==> src/rtl/usb_frame_timer.sv <==
module usb_frame_timer #(
  parameter int FI_W    = 14,
  parameter int FS_W    = 15,
  parameter int FN_W    = 16,
  parameter int LS_W    = 15,
  parameter int FI_INIT = 11999
) (
  input  logic            clk,
  input  logic            rst_n,
  input  logic            run_en,
  input  logic            bit_tick,
  input  logic            intv_wr,
  input  logic [31:0]     intv_wdata,
  input  logic            prd_wr,
  input  logic [FI_W-1:0] prd_wdata,
  input  logic            ls_wr,
  input  logic [LS_W-1:0] ls_wdata,
  output logic [31:0]     intv_q,
  output logic [31:0]     frm_remain,
  output logic [FN_W-1:0] frm_num,
  output logic            sof_pulse,
  output logic            fno_pulse,
  output logic            prd_pri,
  output logic            ls_ok
);

  localparam int FS_LSB = 16;
  localparam int CMP_W  = (FI_W > LS_W) ? FI_W : LS_W;

  logic [FI_W-1:0] fi_q, rem_q, ps_q;
  logic [FS_W-1:0] fs_q;
  logic [LS_W-1:0] lst_q;
  logic [FN_W-1:0] fn_q, fn_nxt;
  logic            itog_q, rtog_q, sof_q, fno_q;
  logic            adv, reload;

  assign adv    = run_en & bit_tick;
  assign reload = adv & (rem_q == '0);
  assign fn_nxt = fn_q + 1'b1;

  always_ff @(posedge clk) begin
    if (!rst_n) begin
      fi_q   <= FI_W'(FI_INIT);
      fs_q   <= '0;
      itog_q <= 1'b0;
      ps_q   <= '0;
      lst_q  <= '0;
    end else begin
      if (intv_wr) begin
        fi_q   <= intv_wdata[FI_W-1:0];
        fs_q   <= intv_wdata[FS_LSB +: FS_W];
        itog_q <= ~itog_q;
      end
      if (prd_wr) ps_q  <= prd_wdata;
      if (ls_wr)  lst_q <= ls_wdata;
    end
  end

  always_ff @(posedge clk) begin
    if (!rst_n) begin
      rem_q  <= '0;
      rtog_q <= 1'b0;
      fn_q   <= '0;
      sof_q  <= 1'b0;
      fno_q  <= 1'b0;
    end else begin
      sof_q <= reload;
      fno_q <= reload & (fn_nxt[FN_W-1] != fn_q[FN_W-1]);
      if (reload) begin
        rem_q  <= fi_q;
        rtog_q <= itog_q;
        fn_q   <= fn_nxt;
      end else if (adv) begin
        rem_q <= rem_q - 1'b1;
      end
    end
  end

  always_comb begin
    intv_q = '0;
    intv_q[FI_W-1:0]     = fi_q;
    intv_q[FS_LSB +: FS_W] = fs_q;
    intv_q[31]           = itog_q;
    frm_remain = '0;
    frm_remain[FI_W-1:0] = rem_q;
    frm_remain[31]       = rtog_q;
  end

  assign frm_num   = fn_q;
  assign sof_pulse = sof_q;
  assign fno_pulse = fno_q;
  assign prd_pri   = rem_q <= ps_q;
  assign ls_ok     = CMP_W'(rem_q) >= CMP_W'(lst_q);

  assert_count_R2: assert property (@(posedge clk) disable iff (!rst_n)
    (run_en && bit_tick && rem_q != '0) |=> rem_q == FI_W'($past(rem_q) - 1'b1));

  assert_reload_R3: assert property (@(posedge clk) disable iff (!rst_n)
    sof_pulse |-> frm_remain[FI_W-1:0] == $past(fi_q));

  assert_fnum_only_sof_R3: assert property (@(posedge clk) disable iff (!rst_n)
    !$stable(frm_num) |-> sof_pulse);

  assert_toggle_flip_R4: assert property (@(posedge clk) disable iff (!rst_n)
    intv_wr |=> intv_q[31] != $past(intv_q[31]));

  assert_fno_boundary_R6: assert property (@(posedge clk) disable iff (!rst_n)
    fno_pulse |-> (sof_pulse && frm_num[FN_W-2:0] == '0));

  assert_hold_R9: assert property (@(posedge clk) disable iff (!rst_n)
    !run_en |=> (!sof_pulse && !fno_pulse && $stable(frm_remain) && $stable(frm_num)));

endmodule

==> config.mk <==
export PLATFORM = sky130hd
export DESIGN_NAME = usb_frame_timer
export DESIGN_NICKNAME = d
export VERILOG_FILES = /design/src/rtl/usb_frame_timer.sv
export SDC_FILE = /design/constraint.sdc
export NUM_CORES = 1
export LEC_CHECK = 0
export BUFFER_PORTS_ARGS = -buffer_cell sky130_fd_sc_hd__buf_2
export CORE_MARGIN = 1.5
export CORE_UTILIZATION = 50
export CTS_BUF_LIST = sky130_fd_sc_hd__clkbuf_16
export CTS_CLUSTER_DIAMETER = 150
export DETAILED_ROUTE_END_ITERATION = 12
export GPL_ROUTABILITY_DRIVEN = 0
export HOLD_SLACK_MARGIN = 0.12
export PLACE_DENSITY = 0.9
export SETUP_SLACK_MARGIN = 0.02
export SYNTH_ARGS = -nofsm -noshare
export SYNTH_HDL_FRONTEND = slang
export SYNTH_SLANG_ARGS = --single-unit
export TNS_END_PERCENT = 1
==> constraint.sdc <==
create_clock -name clk -period 5 [get_ports clk]
set_input_delay 0.25 -clock clk [delete_from_list [all_inputs] [get_ports clk]]
set_output_delay 0.25 -clock clk [all_outputs]
set_load 0.02 [all_outputs]
### After elaboration in Yosys (flattened, before gate mapping)

Index checks and enable logic that the tools add are counted.

| word-level totals | value |
|---|---|
| input bits | 68 |
| word-level logic and storage cells | 23 |
| output and inout port bits | 84 |
| bits in writable memories | 0 |
| memories kept | 0 |
| bits in latches | 0 |
| register bits after elaboration | 92 |
| bits in read-only memories | 0 |

| cells by class | value |
|---|---|
| div/mod/pow operators | 0 |
| shift-type cells | 0 |
| multipliers | 0 |
| bitwise logic cells | 4 |
| equal/unequal tests | 1 |
| muxes and demuxes | 2 |
| order comparisons | 2 |
| reductions and logical operators | 2 |
| add/sub/neg operators | 2 |

Operators by type and width:

| operator | number |
|---|---|
| $mux W14 | 2 |
| $add A16 B1 Y16 const B | 1 |
| $ge A14 B15 Y1 | 1 |
| $le A14 B14 Y1 | 1 |
| $logic_not A14 Y1 | 1 |
| $sub A14 B1 Y14 const B | 1 |
| $and A1 B1 Y1 | 3 |
| $reduce_bool A2 Y1 | 1 |
| $ne A1 B1 Y1 | 1 |
| $not A1 Y1 | 1 |

### Longest topological paths before layout

Gate-level depths: netlist of the first run.

| depth | value |
|---|---|
| depth after elaboration | 3 |
| depth in mapped cells | 8 |
| mapped depth without buffers | 7 |

### Worst setup path after synthesis of the first run

Ideal clock, no wire load.

| timing | value |
|---|---|
| path type | register to output |
| start | register rem_q[0] |
| end | output port ls_ok |
| stages on the path, launching flop included | 8 |
| data arrival time | 1.728 ns |
| path buffers | 0 |
| required time | 4.750 ns |
| slack | 3.022 ns |
| cell sequence | dfxtp_1 -> inv_1 -> ha_1 -> nand2b_1 -> a211oi_1 -> o31ai_1 -> a21oi_1 -> o22ai_1 |

| between the ends | value |
|---|---|
| word-level cells in the longest chain between the ends | 1 |

RTL lines:

| what | RTL line | source |
|---|---|---|
| start, declared | 30 | `logic [FI_W-1:0] fi_q, rem_q, ps_q;` |
| start signal, assigned | 70 | `rem_q <= fi_q;` |
| start signal, assigned | 74 | `rem_q <= rem_q - 1'b1;` |
| $ge A14 B15 Y1 | 93 | `assign ls_ok = CMP_W'(rem_q) >= CMP_W'(lst_q);` |
| end, declared | 24 | `output logic ls_ok` |

Every way passes these cells.

### Final worst setup path of the first run

| timing | value |
|---|---|
| start | register rem_q[0] |
| end | register rem_q[12] |

| between the ends | value |
|---|---|
| word-level cells in the longest chain between the ends | 3 |
| elaborated cells on any way between the ends | 6 |
| classes of those cells | 1 x add/sub; 2 x mux; 1 x bitwise; 2 x reduce/logical |

RTL lines:

| what | RTL line |
|---|---|
| $sub A14 B1 Y14 or $logic_not A14 Y1 (tied branches) | 74, 38 |
| $mux W14 or $and A1 B1 Y1 (tied branches) | 73, 38 |
| $mux W14 or $reduce_bool A2 Y1 (tied branches) | - |

Parallel ways exist; a longest one is shown, timed or not. The select of a mux whose other input is x is not followed.
A chain may end at the register's enable or synchronous reset.

==> results by group, run 1 <==
Worst setup path
  – Crit Path Category: reg2reg
  – Crit path max fanout: 14
  – Crit end category: flip-flop
  – CP required: roughly 5200 ps
  – Critical path startpoint category: flip-flop
  – Critical Path AT: around 2800 ps

STA
  – Final period utilization: 50.39%
  – Final hold violations: 0
  – Rel. slew slack: 37.66%
  – FMAX: 0.3969 GHz
  – WHS: 126.5 ps
  – Final Slew Violations: 0
  – Count of final setup violators: 0
  – Unrepaired setup endpoints after global routing: no
  – Final Skew: 10.01 ps
  – Setup TNS: 0 ps
  – Min cycle time layout: 2519 ps
  – Worst-margin pin slew: 935.1 ps

Synthesis
  – Synth area leaders: dfxtp_1, mux2i_1, ha_1, nor2_1, buf_4
  – Unique masters post-synth: 52
  – Seq cells post-synth: 92
  – Register area share after synthesis: between 30% and 40%
  – Mapped Cells: 522
  – Area leader, netlist: dfxtp_1
  – Syn_area_per_cell: 8.888 um^2
  – Yosys top cell area share: 39.70%
  – Synth Cell Area: between 0.004 and 0.005 mm^2
  – Yosys warns: 0

CTS
  – Clock root buffer: clkbuf_16
  – Post-CTS Setup Bufs: 0
  – Worst-Skew Late Latency: 340 ps
  – H-tree levels: 3
  – Hold Buf Count CTS: 0
  – TritonCTS clock tree: done
  – Post-cts sizing count: 0
  – Reg clk slew, reported paths: 60 ps
  – Longest Clk Path Bufs: 2
  – Cts bufs inserted: 9
  – Clock sink count: 92

Layout
  – Final #Nets: around 730
  – Ratio of cells with drive above 1 in the final layout: 23.94%
  – P&R area growth vs syn: 19.53%
  – Fin cells: around 750
  – Most common cell after layout, fill and taps aside: buf_2
  – Final core occ: a little over three fifths
  – Most frequent cells in the layout: buf_2, dfxtp_1, nor2_1

Routing
  – Number of detailed-route iterations in the first pass: 8
  – Residual DRC count: 0
  – DR vias: 4,262
  – Initial DRC Count: 467
  – Routed WL: 12.07 mm
  – Post-detailed-route count of antenna-violating nets: 0
  – Avg WL per Cell: 16.14 um
  – Vias per cell: 5.698

Placement
  – IO Port Bufs: roughly 130
  – Post-DP HPWL: between 8 and 9 mm
  – Placed Instances: 731

Global route
  – Global route total overflow: 0
  – Total GRT Usage: between 20% and 30%
  – Vias in the first global route: 4,021
  – Largest net degree at the start of global routing: 42
  – First-pass GRT wire length: 19.41 mm
  – Initial antenna violation count: 1

Job
  – Max-cap violations: 0

Power
  – NetSw: 0.0007222 W
  – Peak VDD IR: 0.2308 mV
  – Comb pwr share: 27.2%
  – Switching Fraction: 33.29%
  – Pint: 0.001447 W
  – Pwr Density: 391.2 mW/mm^2
  – Sequential share of power: 40.1%
  – Leakage Power: 2.644 nW
  – Clk network pwr share: 32.7%

Floorplan
  – Die width: 99.33 um
  – Die height: 99.33 um
  – Rows: 34
  – Initial Util: about 52%
  – Ports: 152
  – Core ar.: 0.008848 mm^2
  – Die ar.: 0.009865 mm^2

Worst hold path
  – Min-Delay Path Class: in2reg

Outcome
  – Outcome: finished clean
==> metal layers <==
layer | up-vias | GRT usage [%] | wire [um]
li1 | 2013 | - | -
met1 | 1964 | 30.36 | 4959
met2 | 237 | 41.31 | 5696
met3 | 48 | 5.973 | 997
met4 | 0 | 11.48 | 419
met5 | - | 0 | 0
==> cells in the mapped netlist, drive strengths merged <==
cell      n
a21o      4
dfxtp    92
xnor2     6
and3      1
a211oi    4
o22a      1
o211ai    1
clkbuf   19
nor3     10
o21ai     8
nor2     68
nor4      9
mux2i    60
o221a     1
inv      32
nand4    20
o22ai     3
xor2      6
o31a      1
o31ai     5
a21boi    1
buf      28
o311ai    1
o2bb2ai   1
nand3b    1
a211o     1
and2      2
or4b      1
a21oi    22
nand3    17
o41ai     1
conb      1
and4      3
nand2    40
or3b      1
a32oi     1
ha       31
or3       4
nand2b    2
a31oi     3
or4       3
o21bai    1
nand4b    2
o21a      3
==> critical path, stage by stage (launching register included) <==
cell and delay, ps:
dfxtp_1 360, inv_1 230, ha_1 240, and4_1 540, nand2_1 460, o22a_1 340
o221a_1 230
==> power groups by stage <==
stage,sequential (W),clock [W],combinational (W)
after detailed placement,0.000883,0,0.000575
final,0.000869,0.000710,0.000590
after floorplan,0.000900,0,0.000393
after global placement,0.000880,0,0.000545
after CTS,0.000867,0.000716,0.000585
after global routing,0.000876,0.000752,0.000645
==> kinds of logic (layout without fill, tap and decap cells) <==
| logic type | after synthesis | count (layout) | synth area share [%] |
|---|---|---|---|
| AOI/OAI and AO/OA | 63 | 63 | 8.685 |
| xor gates and xnor gates | 12 | 12 | 2.265 |
| adders and majority gates | 31 | 31 | 8.360 |
| buffers and inverters | 79 | 178 | 8.226 |
| DFF | 92 | 92 | 39.70 |
| muxes | 60 | 60 | 12.95 |
| other | 1 | 20 | 0.08083 |
| and+or+nand+nor | 184 | 184 | 19.74 |
==> metrics by stage <==
step                      power (W)  setup slack, ps  cell area [um^2]
after floorplan            0.001293             3022              4707
after global placement     0.001425             2457              5234
after detailed placement   0.001458             2400              5234
after CTS                  0.002168             2543              5543
after global routing       0.002273             2330              5543
final                      0.002169             2481              5545
==> state kept, by name, summed over array words and instances, names as in the netlist <==
register and count:
fs_q 15, itog_q 1, ps_q 14, lst_q 15, frm_num 16, fno_pulse 1, rtog_q 1, fi_q 14
rem_q 14, sof_pulse 1
==> path summary, 6_finish.rpt <==
kind / cells after the start / slack [ps] / endpoint / start
setup reg to reg: 6 / 2480 / rem_q[12] / rem_q[0]
hold reg to reg: 2 / 460 / rtog_q / rtog_q
setup / recovery: 6 / 2480 / rem_q[12] / rem_q[0]
hold / removal: 3 / 130 / fi_q[1] / intv_wdata[1]
==> cell type report <==
| cell class | instances | area [um^2] |
|---|---|---|
| fill | 713 | 3303 |
| clock buffer | 9 | 225.2 |
| antenna | 1 | 2.502 |
| clock inverter | 7 | 83.83 |
| sequential | 92 | 1842 |
| multi-input combinational | 369 | 2484 |
| inverter | 32 | 120.1 |
| tap | 108 | 135.1 |
| timing repair buffer | 130 | 653.1 |
(Power assumes the default switching activity.)
==> run 2: changes to the inputs <==
ABC_AREA = 1   (was unset)
CORE_UTILIZATION = 47   (was 50)
PLACE_DENSITY = 0.88   (was 0.9)
clock period = 2.12 ns   (was 5 ns; I/O delays follow)
==> results by group, run 2 <==
STA
  – Final period utilization: 96.67%
  – Final Slew Violations: 0
  – Unrepaired setup endpoints after global routing: yes
  – Min cycle time layout: 2049 ps
  – FMAX: just under 0.5 GHz
  – Rel. slew slack: 54.45%
  – Final hold violations: 0
  – Final Skew: around 13 ps
  – Worst-margin pin slew: 682.5 ps
  – Count of final setup violators: 0

Worst setup path
  – Critical Path AT: 1940 ps
  – Worst-path cell chain: buf_4 > ha_1 > nand2_2 > nor2_1 > nor2_1 > nand3_1 > nand2_1 > nand3_1 > buf_2
  – Critical path startpoint category: flip-flop
  – Crit end category: output pin
  – Worst R2R End: frm_num[13]
  – RR Startpoint: rem_q[1]
  – Crit path max fanout: 6
  – Reg2Reg Depth: 8
  – Crit-path max cell delay: 370 ps
  – CP required: roughly 2000 ps
  – R2R setup slack: 330 ps
  – CP max-delay cell: ha_1
  – Crit Path Category: reg2out

Global route
  – Total GRT Usage: 26.20%
  – First-pass GRT wire length: 23.54 mm
  – Global route total overflow: 0
  – Initial antenna violation count: 0
  – Largest net degree at the start of global routing: 48
  – Vias in the first global route: 5,164

Routing
  – Routed WL: 14.85 mm
  – DR vias: about 5,500
  – Number of detailed-route iterations in the first pass: 8
  – Avg WL per Cell: 14.26 um
  – Initial DRC Count: 515
  – Vias per cell: 5.255
  – Post-detailed-route count of antenna-violating nets: 0
  – Residual DRC count: 0

Layout
  – Most common cell after layout, fill and taps aside: nand2_1
  – Fin cells: 1,041
  – P&R area growth vs syn: 33.37%
  – Max reg flops: 16
  – Ratio of cells with drive above 1 in the final layout: between 15 and 20%
  – Final #Nets: 999
  – Most frequent cells in the layout: nand2_1, buf_2, nor2_1, dfxtp_1, inv_1
  – Diode count: 0

Synthesis
  – Mapped Cells: about 700
  – Post-synth EDFFs: 0
  – Ys flop type: dfxtp_1
  – Area leader, netlist: dfxtp_1
  – Seq cells post-synth: 92
  – Synth area leaders: dfxtp_1, nand2_1, a21oi_1, ha_1, o21ai_0
  – Yosys top cell area share: 37.44%
  – Synth Cell Area: between 0.004 and 0.005 mm^2
  – Register area share after synthesis: 37.44%
  – Syn_area_per_cell: 6.900 um^2
  – Most common cell in the netlist: nand2_1
  – Yosys warns: 0
  – Unique masters post-synth: 28
  – Post-synth top cells: nand2_1, dfxtp_1, nor2_1, inv_1, a21oi_1
  – Async set-reset flop share out of synthesis: 0%

Power
  – Pwr Density: 733.4 mW/mm^2
  – NetSw: 0.001656 W
  – Power consumption: about 0.0048 W
  – Peak VDD IR: 0.5630 mV
  – Comb pwr share: 27.4%
  – Clk network pwr share: 32.2%
  – Leakage Power: about 3.3 nW
  – Switching Fraction: 34.42%
  – Sequential share of power: 40.4%
  – Pint: 0.003156 W

CTS
  – Post-CTS Setup Bufs: 0
  – Clock root buffer: clkbuf_16
  – Cts bufs inserted: 9
  – Worst-Skew Late Latency: 340 ps
  – Clock sink count: 92
  – Reg clk slew, reported paths: 60 ps
  – H-tree levels: 3
  – TritonCTS clock tree: done
  – Longest Clk Path Bufs: 2

Worst hold path
  – Worst Hold Endpoint: lst_q[14]
  – Hold path start: ls_wdata[14]
  – Min-Delay Path Class: in2reg
  – WHS Path Cells: 3

Job
  – Max-cap violations: 0

Outcome
  – Outcome: finished clean

Floorplan
  – Die height: 105.3 um
  – Die ar.: roughly 0.011 mm^2
  – Die width: 105.3 um
  – Ports: 152
  – Initial Util: 48.09%
  – Rows: 37
  – Core ar.: 0.01023 mm^2

Placement
  – Placed Instances: 962
  – IO Port Bufs: 129
  – Post-DP HPWL: about 8.8 mm
## run 2: repair_timing
| item | in CTS | in global routing |
|---|---|---|
| setup endpoints to repair | 0 | 4 |
| hold endpoints to repair | 61 | 0 |
| gates resized for setup | 0 | 14 |
| hold buffers | 63 | 0 |
## run 2: logic make-up (layout without fill, tap and decap cells)
kind of cell             Yosys count  in the layout  share of synthesized area [%]
other                              1             19                        0.07622
AO/OA/AOI/OAI                    156            156                          15.90
XOR/XNOR                           8              8                          1.424
flip-flops                        92             92                          37.44
AND/OR/NAND/NOR                  292            292                          25.10
adder cells (fa/ha/maj)           31             31                          7.884
buffers and inverters            133            307                          12.18
## run 2: worst max path at each step
stage / cells after the start / startpoint / slack (ps) / end
5_1_grt: 10 / rem_q[7] / -30 / prd_pri
4_1_cts: 9 / rem_q[5] / 80 / prd_pri
3_3_place_gp: 8 / rem_q[1] / 400 / frm_num[14]
2_1_floorplan: 10 / rem_q[0] / 530 / rem_q[8]
6_report: 9 / rem_q[6] / 70 / ls_ok
3_5_place_dp: 7 / rem_q[5] / 290 / frm_num[7]
## run 2: routing by layer
metal / share of wire [%] / up-vias / global-route usage (%)
met1: 39 / 2418 / 30.30
met3: 7.9 / 81 / 4.143
met4: 5.5 / 0 / 17.61
met2: 47 / 325 / 44.54
li1: - / 2646 / -
met5: 0 / - / 0
## run 2: power by group through the flow
stage	registers [W]	clock network, W	logic [W]
final	0.00194	0.00155	0.00132
after global routing	0.00195	0.00163	0.00145
after CTS	0.00193	0.00157	0.00124
after detailed placement	0.00197	0	0.00114
after global placement	0.00197	0	0.00111
after floorplan	0.00203	0	0.000767
## run 2: area by class of cell
cell class	count	area, um^2
clock buffer	9	225.2
clock inverter	7	55.05
fill	831	3670
inverter	85	319.1
multi-input combinational	506	2554
sequential	92	1854
tap	136	170.2
timing repair buffer	206	1384
## run 2: through the flow
| step | cell area (um^2) | setup slack (ps) | util (%) | hold slack [ps] | setup TNS (ps) |
|---|---|---|---|---|---|
| finish | 6561 | 70.70 | 64.13 | 162.3 | 0 |
| floorplan | 4987 | 528.3 | - | 232.4 | 0 |
| CTS | 6539 | 77.18 | 63.91 | 145.7 | 0 |
| global placement | 5628 | 398.8 | 55.01 | 320.8 | 0 |
| detailed placement | 5628 | 293.0 | 55.01 | 323.6 | 0 |
| global route | 6561 | -28.18 | 64.13 | 158.9 | -28.18 |
## run 2: worst max-delay path, delay by kind of cell (launching register included)
family,cells,cell delay (ps)
buffers and inverters,2,360
adders and majority gates,1,370
and+or+nand+nor,6,550
DFF,1,330
